`config.mk`:
```
export PLATFORM = sky130hd
export DESIGN_NAME = softstart_fault_seq
export DESIGN_NICKNAME = d
export VERILOG_FILES = /design/src/rtl/sfs_pkg.sv /design/src/rtl/sfs_cycle_cnt.sv /design/src/rtl/sfs_ov_shunt.sv /design/src/rtl/sfs_ctrl.sv /design/src/rtl/softstart_fault_seq.sv
export SDC_FILE = /design/constraint.sdc
export NUM_CORES = 1
export LEC_CHECK = 0
export ABC_AREA = 1
export BUFFER_PORTS_ARGS = -buffer_cell sky130_fd_sc_hd__buf_4
export CAP_MARGIN = 0
export CORE_ASPECT_RATIO = 0.9
export CORE_MARGIN = 5
export CORE_UTILIZATION = 30
export CTS_BUF_LIST = sky130_fd_sc_hd__clkbuf_2 sky130_fd_sc_hd__clkbuf_4 sky130_fd_sc_hd__clkbuf_8
export DETAILED_ROUTE_END_ITERATION = 8
export PLACE_DENSITY = 0.44
export SYNTH_ARGS = -nofsm -noshare
export SYNTH_HDL_FRONTEND = slang
export SYNTH_SLANG_ARGS = --single-unit
```
`constraint.sdc`:
```
create_clock -name clk -period 3.1 [get_ports clk]
set_input_delay 0.62 -clock clk [delete_from_list [all_inputs] [get_ports clk]]
set_output_delay 0.62 -clock clk [all_outputs]
set_load 0.02 [all_outputs]
```
`src/rtl/sfs_pkg.sv`:
```
package sfs_pkg;
  typedef enum logic [2:0] {
    ST_IDLE  = 3'd0,
    ST_HOLD  = 3'd1,
    ST_CLAMP = 3'd2,
    ST_RUN   = 3'd3,
    ST_OVL   = 3'd4
  } seq_st_t;

  typedef enum logic [1:0] {
    PM_TRI = 2'd0,
    PM_LOW = 2'd1,
    PM_RUN = 2'd2
  } pwm_mode_t;
endpackage

```
`src/rtl/sfs_cycle_cnt.sv`:
```
module sfs_cycle_cnt #(
  parameter int unsigned W = 12,
  parameter int unsigned MAXV = 4064
) (
  input  logic         clk,
  input  logic         rst,
  input  logic         clr,
  input  logic         inc,
  output logic [W-1:0] cnt_q,
  output logic [W-1:0] cnt_d
);
  localparam logic [W-1:0] TOP = W'(MAXV);

  always_comb begin
    cnt_d = cnt_q;
    if (clr)
      cnt_d = '0;
    else if (inc && (cnt_q != TOP))
      cnt_d = cnt_q + W'(1);
  end

  always_ff @(posedge clk) begin
    if (rst) cnt_q <= '0;
    else     cnt_q <= cnt_d;
  end
endmodule

```
`src/rtl/sfs_ov_shunt.sv`:
```
module sfs_ov_shunt (
  input  logic clk,
  input  logic rst,
  input  logic active,
  input  logic enter,
  input  logic ov_above,
  input  logic ov_below,
  output logic low_d,
  output logic low_q
);
  always_comb begin
    low_d = low_q;
    if (!active)
      low_d = 1'b0;
    else if (enter || ov_above)
      low_d = 1'b1;
    else if (ov_below)
      low_d = 1'b0;
  end

  always_ff @(posedge clk) begin
    if (rst) low_q <= 1'b0;
    else     low_q <= low_d;
  end
endmodule

```
`src/rtl/sfs_ctrl.sv`:
```
module sfs_ctrl
  import sfs_pkg::*;
#(
  parameter int unsigned W = 12,
  parameter int unsigned HOLD_CYC = 32,
  parameter int unsigned CLAMP_CYC = 150,
  parameter int unsigned HICCUP_CYC = 2048
) (
  input  logic         clk,
  input  logic         rst,
  input  logic         tick,
  input  logic         supply_ok,
  input  logic         dis_req,
  input  logic         oc_flag,
  input  logic         ov_above,
  input  logic [W-1:0] cnt_q,
  output seq_st_t      st_q,
  output seq_st_t      st_d,
  output logic         long_d,
  output logic         cnt_clr,
  output logic         cnt_inc
);
  localparam logic [W-1:0] HOLD_W  = W'(HOLD_CYC);
  localparam logic [W-1:0] HIC_W   = W'(HICCUP_CYC);
  localparam logic [W-1:0] CLAMP_W = W'(CLAMP_CYC);

  logic         long_q;
  logic [W-1:0] hold_len;
  logic [W-1:0] cnt_p1;

  assign hold_len = long_q ? HIC_W : HOLD_W;
  assign cnt_p1   = cnt_q + W'(1);

  always_comb begin
    st_d    = st_q;
    long_d  = long_q;
    cnt_clr = 1'b0;
    cnt_inc = 1'b0;
    if (!supply_ok) begin
      st_d    = ST_IDLE;
      long_d  = 1'b0;
      cnt_clr = 1'b1;
    end else begin
      case (st_q)
        ST_IDLE: begin
          if (!dis_req) begin
            st_d    = ST_HOLD;
            long_d  = 1'b0;
            cnt_clr = 1'b1;
          end
        end
        ST_OVL: st_d = ST_OVL;
        default: begin
          if (ov_above) begin
            st_d = ST_OVL;
          end else if (dis_req) begin
            st_d    = ST_IDLE;
            long_d  = 1'b0;
            cnt_clr = 1'b1;
          end else if (oc_flag && (st_q != ST_HOLD)) begin
            st_d    = ST_HOLD;
            long_d  = 1'b1;
            cnt_clr = 1'b1;
          end else begin
            cnt_inc = tick;
            if (tick) begin
              if ((st_q == ST_HOLD) && (cnt_p1 == hold_len))
                st_d = ST_CLAMP;
              else if ((st_q == ST_CLAMP) && (cnt_p1 == hold_len + CLAMP_W))
                st_d = ST_RUN;
            end
          end
        end
      endcase
    end
  end

  always_ff @(posedge clk) begin
    if (rst) begin
      st_q   <= ST_IDLE;
      long_q <= 1'b0;
    end else begin
      st_q   <= st_d;
      long_q <= long_d;
    end
  end
endmodule

```
`src/rtl/softstart_fault_seq.sv`:
```
module softstart_fault_seq
  import sfs_pkg::*;
#(
  parameter int unsigned HOLD_CYC = 32,
  parameter int unsigned CLAMP_CYC = 150,
  parameter int unsigned PGOOD_CYC = 2048,
  parameter int unsigned HICCUP_CYC = 2048
) (
  input  logic       clk,
  input  logic       rst,
  input  logic       cyc_tick,
  input  logic       supply_ok,
  input  logic       dis_req,
  input  logic       oc_flag,
  input  logic       ov_above,
  input  logic       ov_below,
  input  logic       uv_flag,
  output logic [1:0] pwm_mode,
  output logic       ramp_en,
  output logic       pgood
);
  localparam int unsigned PG_RETRY = HICCUP_CYC + PGOOD_CYC - HOLD_CYC;
  localparam int unsigned CW = $clog2(PG_RETRY + 1);
  localparam logic [CW-1:0] PG_FRESH_W = CW'(PGOOD_CYC);
  localparam logic [CW-1:0] PG_RETRY_W = CW'(PG_RETRY);

  seq_st_t       st_q, st_d;
  logic          long_d, cnt_clr, cnt_inc;
  logic [CW-1:0] cnt_q, cnt_d;
  logic          low_d, low_q;
  logic [CW-1:0] pg_at;
  pwm_mode_t     mode_d;

  sfs_cycle_cnt #(.W(CW), .MAXV(PG_RETRY)) u_cnt (
    .clk(clk), .rst(rst), .clr(cnt_clr), .inc(cnt_inc),
    .cnt_q(cnt_q), .cnt_d(cnt_d)
  );

  sfs_ctrl #(
    .W(CW), .HOLD_CYC(HOLD_CYC), .CLAMP_CYC(CLAMP_CYC), .HICCUP_CYC(HICCUP_CYC)
  ) u_ctrl (
    .clk(clk), .rst(rst), .tick(cyc_tick), .supply_ok(supply_ok),
    .dis_req(dis_req), .oc_flag(oc_flag), .ov_above(ov_above),
    .cnt_q(cnt_q), .st_q(st_q), .st_d(st_d), .long_d(long_d),
    .cnt_clr(cnt_clr), .cnt_inc(cnt_inc)
  );

  sfs_ov_shunt u_shunt (
    .clk(clk), .rst(rst),
    .active(st_d == ST_OVL),
    .enter((st_d == ST_OVL) && (st_q != ST_OVL)),
    .ov_above(ov_above), .ov_below(ov_below),
    .low_d(low_d), .low_q(low_q)
  );

  assign pg_at = long_d ? PG_RETRY_W : PG_FRESH_W;

  always_comb begin
    case (st_d)
      ST_RUN:   mode_d = PM_RUN;
      ST_CLAMP: mode_d = PM_LOW;
      ST_OVL:   mode_d = low_d ? PM_LOW : PM_TRI;
      default:  mode_d = PM_TRI;
    endcase
  end

  always_ff @(posedge clk) begin
    if (rst) begin
      pwm_mode <= PM_TRI;
      ramp_en  <= 1'b0;
      pgood    <= 1'b0;
    end else begin
      pwm_mode <= mode_d;
      ramp_en  <= (st_d == ST_RUN);
      pgood    <= (st_d == ST_RUN) && (cnt_d >= pg_at) && !uv_flag && !ov_above;
    end
  end
endmodule

```
==> impl_metrics.tcl, run 1 <==
set metrics [dict create \
    synthCells 231 \
    crit_fanout 8 \
    cp-start-kind "flop" \
    fmaxAchievable_mhz 375.4 \
    min_from "u_cnt.cnt_q[6]" \
    slew_viol_final 0 \
    arrival_ns 2.83 \
    port_buffers 12 \
    crit_family "simple AND/OR/NAND/NOR gates" \
    die_y_microns 78.96 \
    wl_per_cell_microns 12.44 \
    rr_endpoint "pgood" \
    synth_top_area_share_pct 26.52 \
    p_per_area_mw_per_mm2 280.3 \
    synth.most_common_cell "nand2_1" \
    synth_area_per_cell_sq_um 6.863 \
    core.rowCount 25 \
    internal_power_w 0.0003776 \
    power_frac_comb_pct 8.6 \
    hold_depth 2 \
    finalSetupTns_ns 0 \
    cp.required_ns 3.27 \
    fin_skew_ns 0.003335 \
    rr_worst_depth 21 \
    grt_pass1_wl_microns 6423 \
    synth.cell_area_sq_mm 0.001585 \
    syn_nets 250 \
    crit_top_cell "nand2_1" \
    die_x_microns 86.63 \
    yosysWarnings 0 \
    wl_met1_microns 2065 \
    max_stage_delay_ns 0.50 \
    vias 1380 \
    antenna_cells 0 \
    p_seq_share_pct 53.3 \
    leakagePower_nw 0.8145 \
    synth-main-ff-cell "dfxtp_1" \
    cts.clk_slew.worst_paths_ns 0.09 \
    drv_cap 0 \
    setup_viol 0 \
    hold_class "flop to flop" \
    vias_per_cell 4.381 \
    cts-buffers-inserted 3 \
    post_cts_buffers 0 \
    clk_path_buf_depth 2 \
    hold_end "u_cnt.cnt_q[6]" \
    switchingPower_w 0.0001313 \
    end_kind "flop" \
    gr-usage-all-layers_pct 12.15 \
    dp_hpwl_microns 3300 \
    ios 13 \
    seq_area_frac_synth_pct 26.52 \
    reg2reg_from "u_cnt.cnt_q[0]" \
    hold_violations 0 \
    ir_drop_uv 150.2 \
    cts.sinks 21 \
    path_buf_inv 2 \
    syn_to_final_growth_pct 14.52 \
    h-tree-depth 1 \
    synthTopCellsByCount "39 x nand2_1, 34 x inv_1, 30 x nor2_1, 21 x dfxtp_1, 20 x nand3_1" \
    grt_overflow_total 0 \
    routed-wl-met2_microns 1713 \
    cts-resized-gates 0 \
    clkPwrFrac_pct 38.1 \
    synth-edff-count 0 \
    met3WireLength_microns 109 \
    clk-insertion-delay-late_ns 0.27 \
    cts_root_buf "clkbuf_8" \
    tightestPinTransition_ns 0.3499 \
    post-route-drc-count 0 \
    final_area_sq_mm 0.001815 \
    firstDrtPassIters 4 \
    cts_tree "built" \
    top_layer "met4" \
    status "completed" \
    slowest_stage "dfxtp_1" \
    ant_nets 0 \
    final_nets 268 \
    r2r_setup_slack_ns 0.44 \
    synth_seq_cells 21 \
    path_cells "inv_1, ha_1, inv_1, nor2_1, nand3_1, nor2_4, nor2_2, nand2_4, nor2_1, nor3_1, ha_1, nand2_1, nor2_1, a211oi_1, nand2_1, nand2_1, nand2_1, nand2_1, nand2_1, nand2_1, a21oi_2" \
    relSlewSlack_pct 76.53 \
    start_util_pct 30.53 \
    placed_area_sq_mm 0.001767 \
    synth_area_leaders "dfxtp_1 27%, nand2_1 9.2%, inv_1 8.1%, ha_1 7.9%, nor2_1 7.1%" \
    wl_microns 3919 \
    core_area_sq_mm 0.005192 \
    place_congestion 0.8217 \
    synth_area_leader_cell "dfxtp_1" \
    grt_max_degree 17 \
    critPathKind "flop to flop" \
    synth_cell_types 30 \
    die_area_sq_mm 0.006840 \
    min_period_ns 2.664 \
    rsz0062_at_grt "false" \
    async_flop_share_pct 0 \
    antenna_found_initial 0 \
    post_cts_hold_buffer_count 0 \
    grt_pass1_vias 1340 \
    period_share_pct 85.94 \
    drive_gt1_share_pct 24.19 \
    switching_share_pct 25.80 \
    first_iter_violations 61 \
]
==> final cells by class <==
class / instances / area, sq um
fillers: 570 / 3377
multi-input cells: 169 / 1003
flip-flops and latches: 21 / 420.4
inverters: 39 / 146.4
repair buffers: 15 / 112.6
well taps: 67 / 83.83
clock buffers: 3 / 41.29
clock inverters: 1 / 7.507
==> worst reg2reg max path, stage by stage (launching register included) <==
cell,delay [ns]
dfxtp_1,0.50
inv_1,0.10
ha_1,0.21
inv_1,0.05
nor2_1,0.03
nand3_1,0.11
nor2_4,0.06
nor2_2,0.16
nand2_4,0.11
nor2_1,0.16
nor3_1,0.08
ha_1,0.29
nand2_1,0.09
nor2_1,0.04
a211oi_1,0.18
nand2_1,0.08
nand2_1,0.06
nand2_1,0.04
nand2_1,0.05
nand2_1,0.04
nand2_1,0.06
a21oi_2,0.05
==> through the flow <==
step	total power [W]	cells	worst slack [ns]	utilization, %	hold WS [ns]
5_1_grt	0.0005293	315	0.2056	34.96	0.6144
4_1_cts	0.0005182	315	0.4100	34.96	0.5906
2_1_floorplan	0.0003026	231	0.6206	-	0.5269
3_5_place_dp	0.0003211	311	0.3614	34.02	0.5767
3_3_place_gp	0.0003219	311	0.3324	34.02	0.5816
6_report	0.0005089	315	0.4359	34.96	0.5817
==> cells by family after synthesis <==
group / Yosys count / synth area share [%]
DFF: 21 / 26.52
adders and majority gates: 10 / 7.893
AOI/OAI and AO/OA: 18 / 7.577
xor gates and xnor gates: 7 / 4.814
and+or+nand+nor: 134 / 43.02
buffers and inverters: 41 / 10.18
==> worst max-delay path by stage <==
stage	start	endpoint	slack, ns	cells after the start
after floorplan	dis_req	pgood	0.62	19
after global placement	dis_req	pgood	0.33	19
after detailed placement	dis_req	pgood	0.36	19
after CTS	u_cnt.cnt_q[0]	pgood	0.41	21
after global routing	u_cnt.cnt_q[0]	pgood	0.21	21
final	u_cnt.cnt_q[0]	pgood	0.44	21
==> per-layer routing <==
| metal | GRT usage [%] | vias to the layer above |
|---|---|---|
| li1 | - | 761 |
| met1 | 16.98 | 606 |
| met2 | 18.88 | 9 |
| met3 | 3.320 | 4 |
| met4 | 2.025 | 0 |
| met5 | 0 | - |
==> placed cells by master, fill, tap and decap left out, types with 4 or more instances in the layout <==
cell and count:
nor2_4 6, buf_4 15, nor3_1 10, nand2_1 39, nand2_2 13, nand3_1 20
nor2_1 30, inv_2 4, o21ai_0 7, ha_1 10, nor2_2 6, inv_1 34
dfxtp_1 21, xor2_1 5
==> sequential cells by signal (all words and copies together) (netlist names) <==
| register | flops |
|---|---|
| u_ctrl.long_q | 1 |
| u_ctrl.st_q | 3 |
| u_cnt.cnt_q | 12 |
| pgood | 1 |
| ramp_en | 1 |
| pwm_mode | 2 |
| u_shunt.low_q | 1 |
==> power by group through the flow <==
| stage | Clock (W) | Combinational [W] | Sequential (W) |
|---|---|---|---|
| floorplan | 0 | 0.0000249 | 0.000278 |
| global placement | 0 | 0.0000440 | 0.000278 |
| detailed placement | 0 | 0.0000432 | 0.000278 |
| CTS | 0.000203 | 0.0000432 | 0.000272 |
| global route | 0.000210 | 0.0000480 | 0.000272 |
| finish | 0.000194 | 0.0000436 | 0.000272 |
Power figures use the tool's default switching activity.
==> run 2: changes to the inputs <==
--- a/config.mk
+++ b/config.mk
@@ -13,7 +13,8 @@
 export CORE_UTILIZATION = 30
 export CTS_BUF_LIST = sky130_fd_sc_hd__clkbuf_2 sky130_fd_sc_hd__clkbuf_4 sky130_fd_sc_hd__clkbuf_8
 export DETAILED_ROUTE_END_ITERATION = 8
-export PLACE_DENSITY = 0.44
+export PLACE_DENSITY = 0.43
 export SYNTH_ARGS = -nofsm -noshare
 export SYNTH_HDL_FRONTEND = slang
+export SYNTH_HIERARCHICAL = 1
 export SYNTH_SLANG_ARGS = --single-unit
==> run 2 against run 1 <==
Setup slack better by 0.11 ns. Flip-flop and latch count shrank 1. Largest power group is now the clock network. Worst hold slack worse by 0.032 ns. Largest cell class unchanged. Via count grew 30%. Synthesized cell count is 32% higher. Combinational power grew 6.9%. Non-clock buffer count up 4.
==> impl_metrics.tcl, run 2 <==
set metrics [dict create \
    status "completed" \
    clk-insertion-delay-late_ns 0.27 \
    synth_seq_cells 20 \
    grt_overflow_total 0 \
    wl_microns 4592 \
    synth.cell_area_sq_mm 0.001778 \
    period_share_pct 82.39 \
    core.rowCount 26 \
    synth-main-ff-cell "dfxtp_1" \
    final_nets 341 \
    cp-start-kind "flop" \
    fmaxAchievable_mhz 391.5 \
    synth_top_area_share_pct 22.52 \
    rsz0062_at_grt "false" \
    cts.clk_slew.worst_paths_ns 0.09 \
    regMostFlops "u_cnt/cnt_q" \
    end_kind "flop" \
    core_area_sq_mm 0.005725 \
    grt_max_degree 20 \
    syn_nets 321 \
    setup_viol 0 \
    antenna_found_initial 0 \
    cts-resized-gates 0 \
    layout_commonest_cell "nand2_1" \
    hold_violations 0 \
    cts.sinks 20 \
    die_area_sq_mm 0.007569 \
    vias 1800 \
    synthTopCellsByCount "85 x nand2_1, 59 x inv_1, 45 x nor2_1, 24 x nand3_1, 20 x dfxtp_1" \
    cts_root_buf "clkbuf_8" \
    synth-edff-count 0 \
    ant_nets 0 \
    port_buffers 12 \
    async_flop_share_pct 0 \
    drive_gt1_share_pct 14.55 \
    grt_pass1_vias 1699 \
    reg.largest.list "u_cnt/cnt_q: 12 flops, u_ctrl/st_q: 3 flops, pwm_mode: 2 flops" \
    post-route-drc-count 0 \
    synthCells 304 \
    antenna_cells 0 \
    synth_cell_types 32 \
    cts-buffers-inserted 3 \
    final_util_pct 35.95 \
    min_period_ns 2.554 \
    die_y_microns 83.04 \
    start_util_pct 31.05 \
    gr-usage-all-layers_pct 12.68 \
    crit_top_cell "inv_1" \
    die_x_microns 91.15 \
    ir_drop_uv 132.7 \
    finalPower_w 0.0005852 \
    ios 13 \
    post_cts_buffers 0 \
    synth_area_leader_cell "dfxtp_1" \
    dp_hpwl_microns 3717 \
    cts_tree "built" \
    h-tree-depth 1 \
    max_stage_delay_ns 0.41 \
    relSlewSlack_pct 69.53 \
    tightestPinTransition_ns 0.4562 \
    grt_pass1_wl_microns 7983 \
    crit_fanout 11 \
    path_cells "nor2_1, inv_1, nor3_1, buf_4, or3_1, inv_1, nand3_1, inv_1, ha_1, a21oi_1, nand2_1, nand2_1, nand3_1, nand2_1, inv_1" \
    largest_register_ffs 12 \
    arrival_ns 2.74 \
    vias_per_cell 4.580 \
    syn_to_final_growth_pct 15.76 \
    finalSetupTns_ns 0 \
    critPathKind "flop to flop" \
    leakagePower_nw 0.9774 \
    slew_viol_final 0 \
    cp.required_ns 3.29 \
    place_congestion 0.8810 \
    fin_skew_ns 0.01042 \
    clk_path_buf_depth 2 \
    synth_area_leaders "dfxtp_1 23%, nand2_1 18%, inv_1 12%, nor2_1 9.5%, nand3_1 6.8%" \
    wl_per_cell_microns 11.68 \
    most-common-layout-cells "85 x nand2_1, 59 x inv_1, 45 x nor2_1, 24 x nand3_1, 20 x dfxtp_1" \
    synth_area_per_cell_sq_um 5.849 \
    synth.most_common_cell "nand2_1" \
    yosysWarnings 6 \
    first_iter_violations 102 \
    place_ws_ns 0.4232 \
    seq_area_frac_synth_pct 22.52 \
    fin_ws_ns 0.5460 \
    hold_class "flop to flop" \
    drv_cap 0 \
    firstDrtPassIters 4 \
    p_per_area_mw_per_mm2 284.3 \
    post_cts_hold_buffer_count 0 \
    slowest_stage "dfxtp_1" \
]
==> run 2: cell type report <==
class | instances | area (sq um)
clock buffer | 3 | 41.29
clock inverter | 1 | 30.03
inverter | 62 | 232.7
tap | 70 | 87.58
fill | 635 | 3667
sequential | 20 | 400.4
multi-input combinational | 218 | 1124
timing repair buffer | 19 | 142.6
==> run 2: path summary, 6_finish.rpt <==
check	from	endpoint	slack [ns]	cells past startpoint
worst max-delay path	u_ctrl/st_q[0]	pgood	0.55	15
worst min-delay path	u_shunt/low_q	u_shunt/low_q	0.55	4
worst max register to register	u_ctrl/st_q[0]	pgood	0.55	15
worst min register to register	u_shunt/low_q	u_shunt/low_q	0.55	4
==> run 2: kinds of logic after synthesis <==
kind of cell | Yosys count | synth area share (%)
DFF | 20 | 22.52
and+or+nand+nor | 191 | 50.04
adders and majority gates | 8 | 5.630
xor gates and xnor gates | 4 | 1.971
buffers and inverters | 66 | 14.29
AOI/OAI and AO/OA | 15 | 5.559
==> run 2: worst max-delay path: cells and delay by family, from the launching register on <==
kind            cells  cell delay (ns)
flops               1             0.41
fa+ha+maj           1             0.25
buf+inv             5             0.71
simple gates        8             0.95
compound gates      1             0.15
==> run 2: power by group <==
part / internal [W] / total (W) / switching, W
combinational: 0.0000168 / 0.0000466 / 0.0000297
sequential: 0.000258 / 0.000259 / 0.00000142
clock: 0.000173 / 0.000279 / 0.000106
==> run 2: layer usage <==
| layer | vias to the layer above | wire length (microns) | track usage (%) | share of wire [%] |
|---|---|---|---|---|
| met4 | 0 | 44 | 3.333 | 0.96 |
| li1 | 974 | - | - | - |
| met1 | 791 | 2379 | 18.67 | 52 |
| met3 | 4 | 206 | 2.260 | 4.5 |
| met2 | 31 | 1962 | 18.81 | 43 |
| met5 | - | 0 | 0 | 0 |
==> run 2: metrics by stage <==
stage | std cells | hold slack (ns) | area (sq um)
3_5_place_dp | 389 | 0.5419 | 1987
6_report | 393 | 0.5498 | 2058
5_1_grt | 393 | 0.6174 | 2058
2_1_floorplan | 304 | 0.4975 | 1778
4_1_cts | 393 | 0.5576 | 2058
3_3_place_gp | 389 | 0.5285 | 1987
